`src/rtl/prd_pkg.sv`:
```
`timescale 1ns/1ps
package prd_pkg;

  // Progress through the three-pulse pattern.
  typedef enum logic [2:0] {
    ST_IDLE = 3'd0,
    ST_GAP1 = 3'd1,
    ST_HI2  = 3'd2,
    ST_GAP2 = 3'd3,
    ST_HI3  = 3'd4
  } seq_state_t;

endpackage

```
`src/rtl/prd_sync.sv`:
```
`timescale 1ns/1ps
module prd_sync #(
  parameter int STAGES = 2
) (
  input  logic clk_i,
  input  logic rst_ni,
  input  logic d_i,
  output logic q_o
);

  logic [STAGES-1:0] chain_q;

  generate
    for (genvar i = 0; i < STAGES; i++) begin : g_stage
      if (i == 0) begin : g_first
        always_ff @(posedge clk_i or negedge rst_ni) begin
          if (!rst_ni) chain_q[0] <= 1'b0;
          else         chain_q[0] <= d_i;
        end
      end else begin : g_next
        always_ff @(posedge clk_i or negedge rst_ni) begin
          if (!rst_ni) chain_q[i] <= 1'b0;
          else         chain_q[i] <= chain_q[i-1];
        end
      end
    end
  endgenerate

  assign q_o = chain_q[STAGES-1];

endmodule

```
`src/rtl/prd_interval.sv`:
```
`timescale 1ns/1ps
// Measures how long the synchronized level has been stable, in clk cycles.
// On a level change, len_o holds the length of the interval that just ended.
module prd_interval #(
  parameter int CNT_W = 13
) (
  input  logic             clk_i,
  input  logic             rst_ni,
  input  logic             lvl_i,
  output logic             lvl_o,
  output logic             fall_o,
  output logic             rise_o,
  output logic [CNT_W-1:0] len_o
);

  localparam logic [CNT_W-1:0] CNT_MAX = '1;
  localparam logic [CNT_W-1:0] CNT_ONE = CNT_W'(1);

  logic             lvl_q;
  logic [CNT_W-1:0] cnt_q;

  always_ff @(posedge clk_i or negedge rst_ni) begin
    if (!rst_ni) begin
      lvl_q <= 1'b0;
      cnt_q <= CNT_ONE;
    end else if (lvl_i != lvl_q) begin
      lvl_q <= lvl_i;
      cnt_q <= CNT_ONE;
    end else if (cnt_q != CNT_MAX) begin
      cnt_q <= cnt_q + CNT_ONE;
    end
  end

  assign lvl_o  = lvl_q;
  assign fall_o = lvl_q & ~lvl_i;
  assign rise_o = ~lvl_q & lvl_i;
  assign len_o  = cnt_q;

endmodule

```
`src/rtl/prd_seq.sv`:
```
`timescale 1ns/1ps
module prd_seq
  import prd_pkg::*;
#(
  parameter int CNT_W   = 13,
  parameter int P1_LO   = 512,
  parameter int P1_HI   = 800,
  parameter int GAP_MIN = 10,
  parameter int P2_LO   = 1024,
  parameter int P2_HI   = 1800,
  parameter int P3_LO   = 2048,
  parameter int P3_HI   = 2400
) (
  input  logic             clk_i,
  input  logic             rst_ni,
  input  logic             fall_i,
  input  logic             rise_i,
  input  logic [CNT_W-1:0] len_i,
  output seq_state_t       state_o,
  output logic             fire_o
);

  localparam logic [CNT_W-1:0] L1_LO = CNT_W'(P1_LO);
  localparam logic [CNT_W-1:0] L1_HI = CNT_W'(P1_HI);
  localparam logic [CNT_W-1:0] L2_LO = CNT_W'(P2_LO);
  localparam logic [CNT_W-1:0] L2_HI = CNT_W'(P2_HI);
  localparam logic [CNT_W-1:0] L3_LO = CNT_W'(P3_LO);
  localparam logic [CNT_W-1:0] L3_HI = CNT_W'(P3_HI);
  localparam logic [CNT_W-1:0] LG    = CNT_W'(GAP_MIN);

  seq_state_t state_q, state_d;
  logic       fire_q, fire_d;
  logic       hit1, hit2, hit3, gap_ok;

  // Window tests on the interval that just ended.
  assign hit1   = (len_i >  L1_LO) && (len_i < L1_HI);
  assign hit2   = (len_i >  L2_LO) && (len_i < L2_HI);
  assign hit3   = (len_i >= L3_LO) && (len_i < L3_HI);
  assign gap_ok = (len_i >  LG);

  // A failed high pulse is judged again as a first pulse.
  always_comb begin
    state_d = state_q;
    fire_d  = 1'b0;
    unique case (state_q)
      ST_IDLE: if (fall_i && hit1) state_d = ST_GAP1;
      ST_GAP1: if (rise_i) state_d = gap_ok ? ST_HI2 : ST_IDLE;
      ST_HI2: begin
        if (fall_i) begin
          if (hit2)      state_d = ST_GAP2;
          else if (hit1) state_d = ST_GAP1;
          else           state_d = ST_IDLE;
        end
      end
      ST_GAP2: if (rise_i) state_d = gap_ok ? ST_HI3 : ST_IDLE;
      ST_HI3: begin
        if (fall_i) begin
          if (hit3) begin
            fire_d  = 1'b1;
            state_d = ST_IDLE;
          end else if (hit1) begin
            state_d = ST_GAP1;
          end else begin
            state_d = ST_IDLE;
          end
        end
      end
      default: state_d = ST_IDLE;
    endcase
  end

  always_ff @(posedge clk_i or negedge rst_ni) begin
    if (!rst_ni) begin
      state_q <= ST_IDLE;
      fire_q  <= 1'b0;
    end else begin
      state_q <= state_d;
      fire_q  <= fire_d;
    end
  end

  assign state_o = state_q;
  assign fire_o  = fire_q;

endmodule

```
`src/rtl/sclk_reset_detect.sv`:
```
`timescale 1ns/1ps
module sclk_reset_detect
  import prd_pkg::*;
#(
  parameter int SYNC_STAGES = 2,
  parameter int P1_LO       = 512,
  parameter int P1_HI       = 800,
  parameter int GAP_MIN     = 10,
  parameter int P2_LO       = 1024,
  parameter int P2_HI       = 1800,
  parameter int P3_LO       = 2048,
  parameter int P3_HI       = 2400
) (
  input  logic clk_i,
  input  logic rst_ni,
  input  logic sclk_i,
  output logic dev_rst_o
);

  // One spare bit above the longest window so saturation sits well clear of it.
  localparam int CNT_W = $clog2(P3_HI + 1) + 1;

  logic             sclk_s;
  logic             lvl_w;
  logic             fall_w;
  logic             rise_w;
  logic [CNT_W-1:0] len_w;
  seq_state_t       state_w;

  prd_sync #(.STAGES(SYNC_STAGES)) u_sync (
    .clk_i  (clk_i),
    .rst_ni (rst_ni),
    .d_i    (sclk_i),
    .q_o    (sclk_s)
  );

  prd_interval #(.CNT_W(CNT_W)) u_int (
    .clk_i  (clk_i),
    .rst_ni (rst_ni),
    .lvl_i  (sclk_s),
    .lvl_o  (lvl_w),
    .fall_o (fall_w),
    .rise_o (rise_w),
    .len_o  (len_w)
  );

  prd_seq #(
    .CNT_W   (CNT_W),
    .P1_LO   (P1_LO),
    .P1_HI   (P1_HI),
    .GAP_MIN (GAP_MIN),
    .P2_LO   (P2_LO),
    .P2_HI   (P2_HI),
    .P3_LO   (P3_LO),
    .P3_HI   (P3_HI)
  ) u_seq (
    .clk_i   (clk_i),
    .rst_ni  (rst_ni),
    .fall_i  (fall_w),
    .rise_i  (rise_w),
    .len_i   (len_w),
    .state_o (state_w),
    .fire_o  (dev_rst_o)
  );

endmodule

```
`config.mk`:
```
export PLATFORM = sky130hd
export DESIGN_NAME = sclk_reset_detect
export DESIGN_NICKNAME = d
export VERILOG_FILES = /design/src/rtl/prd_pkg.sv /design/src/rtl/prd_sync.sv /design/src/rtl/prd_interval.sv /design/src/rtl/prd_seq.sv /design/src/rtl/sclk_reset_detect.sv
export SDC_FILE = /design/constraint.sdc
export NUM_CORES = 1
export LEC_CHECK = 0
export BUFFER_PORTS_ARGS = -buffer_cell sky130_fd_sc_hd__buf_4
export CAP_MARGIN = 0
export CORE_ASPECT_RATIO = 1.5
export CORE_MARGIN = 10
export CORE_UTILIZATION = 50
export CTS_BUF_LIST = sky130_fd_sc_hd__clkbuf_16
export DETAILED_ROUTE_END_ITERATION = 10
export MAX_ROUTING_LAYER = met4
export PLACE_DENSITY = 0.66
export SLEW_MARGIN = 15
export SYNTH_ARGS = -nofsm -noshare
export SYNTH_HDL_FRONTEND = slang
export SYNTH_SLANG_ARGS = --single-unit
```
`constraint.sdc`:
```
create_clock -name clk_i -period 5.3 [get_ports clk_i]
set_input_delay 0.53 -clock clk_i [delete_from_list [all_inputs] [get_ports clk_i]]
set_output_delay 0.53 -clock clk_i [all_outputs]
set_load 0.005 [all_outputs]
```
==> out/results.env <==
GRT_PASS1_VIAS=979
CAP_VIOL_MAX_COUNT=0
FIN_CRIT_SH_PCT=38.9
FINAL-SEQ-AREA_SQ_UM=502
SYNTH_ENABLE_FLOP_CELLS=0
PLACEABLECOREAREA_SQ_MM=0.00223
CP_SLOWEST_CELL='sky130_fd_sc_hd__or4_4'
TIMING.CRITICAL_PATH.MAX_DELAY_FAMILY='simple AND/OR/NAND/NOR gates'
ANTENNA_VIOLATING_NETS_LEFT=0
CTS_BUFFER_DEPTH=2
CRITICAL_PATH.MAX_STAGE_DELAY_NS=0.59
POWER_DENSITY_mW_PER_MM2=344
SYNTHFLOPTYPE='sky130_fd_sc_hd__dfrtp_1'
FINISH.CELL_COUNT_WITHOUT_FILLERS=152
CLOCK_INSERTION_DELAY_WORST_SKEW_NS=0.25
NUMCTSBUFFERS=3
HOLD_PATH_CLASS='input port to asynchronous set/reset pin'
FLOORPLAN.DIE_AREA_SQ_MM=0.00474
TIMING_WORST_SLEW_PIN_VALUE_NS=0.605
POST_SYNTHESIS_CELLS=129
RR_ENDPOINT='u_seq.state_o[1]'
CRITPATHLAUNCHTYPE='flop'
SYNTH.FF_LATCH_COUNT=20
DETAILEDPLACEMENTHPWL_UM=1720
NFILLCELLS=203
PEAKVDDDROP_uV=285
DPL_WORST_SLACK_NS=3.26
P_SW_SHARE_PCT=29.1
IOS=4
REPORT.FINAL.SLEW_VIOL_COUNT=0
SETUP_SLACK_NS=3.24
DETAILEDROUTE.FIRSTPASSITERATIONCOUNT=4
PLACE_CONGESTION=0.968
FINAL_NETS=137
TRITONCTS_CLOCK_TREE='yes'
GRT_UTIL_ALL_LAYERS_PCT=11.7
CRITICAL_PATH.N_BUFFERS_INVERTERS=0
REG2REG_DEPTH=5
ORDERED_CELL_LIST_FOR_THE_CRITICAL_PATH='or4_4 > or4_1 > and4_4 > o21ai_1 > a21oi_1'
TIMING_HOLD_VIOLATIONS_FINAL=0
WIRE_PER_INST_UM=15.5
TIMING.FINAL.SETUP_VIOLATIONS=0
POST-LAYOUT-TOTAL-POWER_uW=440
RELSLEWSLACK_PCT=59.3
WORSTPATHMAXFANOUT=8
SYN_AREA_SQ_MM=0.00118
ANTENNA_FOUND_INITIAL=0
POST_ROUTE_CELLS_DRIVE_ABOVE_1_SHARE_PCT=8.53
DIE_WIDTH_UM=59.7
CTS.CLK_SLEW.WORST_PATHS_NS=0.05
CTS.REPAIR_TIMING.SETUP_BUFFER_COUNT=0
MULTI_INPUT_COMB_AREA_SQ_UM=618
RSZ0062_AT_GRT='false'
POWER.INTERNAL_uW=312
INITIAL_UTILIZATION_PCT=52.8
FINALHOLDWORSTSLACK_NS=0.148
POWER_SWITCHING_uW=128
CRITPATHARRIVALTIME_NS=2.20
YOSYS_WARNINGS=0
CLOCK_H_TREE_LEVELS=1
GR-TOTAL-OVERFLOW=0
WORST_EP_REQUIRED_TIME_NS=5.44
CTSRESIZECOUNT=0
NETLIST-CELL-TYPE-COUNT=37
YS_ASYNC_SR_FRACTION_PCT=100
POWER.LEAKAGE_nW=0.567
IO_BUFFER_COUNT=3
DRT_ITER0_DRC=37
SYN_NETS=136
CP-END-KIND='flop'
GRT_PASS1_WL_UM=4370
POSTROUTEWIRELENGTH_UM=2360
POSTPLACECELLAREA_SQ_MM=0.00120
FINALCOREUTILIZATION_PCT=57.1
PIN_COUNT_OF_THE_BIGGEST_NET_ENTERING_GLOBAL_ROUTING=21
CTS_HOLD_REPAIR.BUFFERS=0
POWER.SHARE.SEQUENTIAL_PCT=42.8
DETAIL_ROUTE.VIAS_PER_CELL=6.25
ANTENNA_CELLS_INSERTED=0
DESIGN_AREA_SQ_MM=0.00128
R2R_SETUP_SLACK_NS=3.24
FP-ROW-COUNT=21
TRITONCTS_NUM_SINKS=20
DP_CELLS=148
CRITICALPATHCATEGORY='flop to flop'
DETAILROUTE.VIA_COUNT=950
RUN_STATUS='finished clean'
FINAL.SETUP_SKEW_NS=0.00160
POWER.SHARE.CLOCK_PCT=35.1
RR_STARTPOINT='u_int.len_o[7]'
FINALCRITICALPERIOD_NS=2.06
SETUP_TOTAL_NEGATIVE_SLACK_NS=0
SYN_AVG_CELL_AREA_SQ_UM=9.15
REGISTER_AREA_SHARE_AFTER_SYNTHESIS_PCT=42.5
DIE_Y_UM=79.5
GROWTH_OF_DESIGN_AREA_FROM_SYNTHESIS_TO_FINISH_PCT=8.17
COMBPWRFRAC_PCT=22.1
DRC=0
CTS_ROOT_BUF='sky130_fd_sc_hd__clkbuf_16'
FMAX_MHz=485
-- cells in the final DEF, fill, tap and decap left out, drive strengths merged, types with 2 or more instances in the layout --
cell type / count
a21oi: 3
a31oi: 2
a41oi: 2
and2: 9
and3: 5
and4: 2
buf: 3
clkbuf: 3
dfrtp: 19
ha: 4
inv: 7
nand2: 9
nand2b: 3
nand3: 5
nand4: 5
nor2: 6
nor2b: 2
nor3: 4
nor4: 4
o21ai: 8
o31ai: 2
or4: 2
xnor2: 7
xor2: 2
-- power by group through the flow --
stage,combinational (mW),sequential (mW),clock (mW)
6_report,0.0971,0.188,0.154
5_1_grt,0.115,0.191,0.166
4_1_cts,0.0980,0.188,0.158
3_5_place_dp,0.0981,0.190,0
3_3_place_gp,0.0941,0.189,0
2_1_floorplan,0.0795,0.184,0
-- final cells by class --
class,count,share of cell area [%]
tap,23,2.25
timing repair buffer,3,1.76
multi-input combinational,95,48.4
sequential,20,39.3
clock buffer,3,5.88
clock inverter,1,0.294
inverter,7,2.06
-- logic make-up (layout without fill, tap and decap cells) --
kind of cell / after synthesis / in the layout / share of synthesized area (%)
simple gates: 58 / 58 / 28.0
compound gates: 23 / 23 / 12.5
flops: 20 / 20 / 42.5
buf+inv: 14 / 14 / 5.09
xor+xnor: 9 / 9 / 6.68
fa+ha+maj: 4 / 4 / 4.24
mux: 1 / 1 / 0.954
-- how the worst max path moves through the flow --
| stage | from | to | slack [ns] | cells past startpoint |
|---|---|---|---|---|
| floorplan | u_int.len_o[7] | u_seq.state_o[1] | 3.31 | 6 |
| global placement | u_int.len_o[7] | u_seq.state_o[1] | 3.30 | 5 |
| detailed placement | u_int.len_o[7] | u_seq.state_o[0] | 3.26 | 5 |
| CTS | u_int.len_o[7] | u_seq.state_o[0] | 3.24 | 5 |
| global route | u_int.len_o[0] | u_int.len_o[9] | 3.14 | 6 |
| finish | u_int.len_o[7] | u_seq.state_o[1] | 3.24 | 5 |
-- routing by layer --
metal | global-route usage [%] | up-vias | wire length, um
li1 | - | 463 | -
met1 | 12.6 | 464 | 1020
met2 | 19.0 | 19 | 1230
met3 | 3.34 | 4 | 79
met4 | 5.18 | 0 | 29
met5 | - | - | 0
-- Yosys cell counts, types with 3 or more instances --
library cell | count | area (sq um)
sky130_fd_sc_hd__a21oi_1 | 3 | 15.0
sky130_fd_sc_hd__and2_1 | 9 | 56.3
sky130_fd_sc_hd__and3_1 | 5 | 31.3
sky130_fd_sc_hd__clkbuf_1 | 6 | 22.5
sky130_fd_sc_hd__dfrtp_1 | 19 | 475
sky130_fd_sc_hd__ha_1 | 4 | 50.1
sky130_fd_sc_hd__inv_1 | 7 | 26.3
sky130_fd_sc_hd__nand2_1 | 9 | 33.8
sky130_fd_sc_hd__nand2b_1 | 3 | 18.8
sky130_fd_sc_hd__nand3_1 | 5 | 25.0
sky130_fd_sc_hd__nand4_1 | 5 | 31.3
sky130_fd_sc_hd__nor2_1 | 6 | 22.5
sky130_fd_sc_hd__nor3_1 | 4 | 20.0
sky130_fd_sc_hd__nor4_1 | 4 | 25.0
sky130_fd_sc_hd__o21ai_0 | 6 | 30.0
sky130_fd_sc_hd__xnor2_1 | 7 | 61.3
-- state kept, by name, summed over array words and instances, names as in the netlist --
signal	cells
u_seq.fire_o	1
u_sync.chain_q	1
u_seq.state_o	3
u_int.lvl_o	1
u_sync.q_o	1
u_int.len_o	13
No activity file was read; power rests on OpenSTA's default activity.
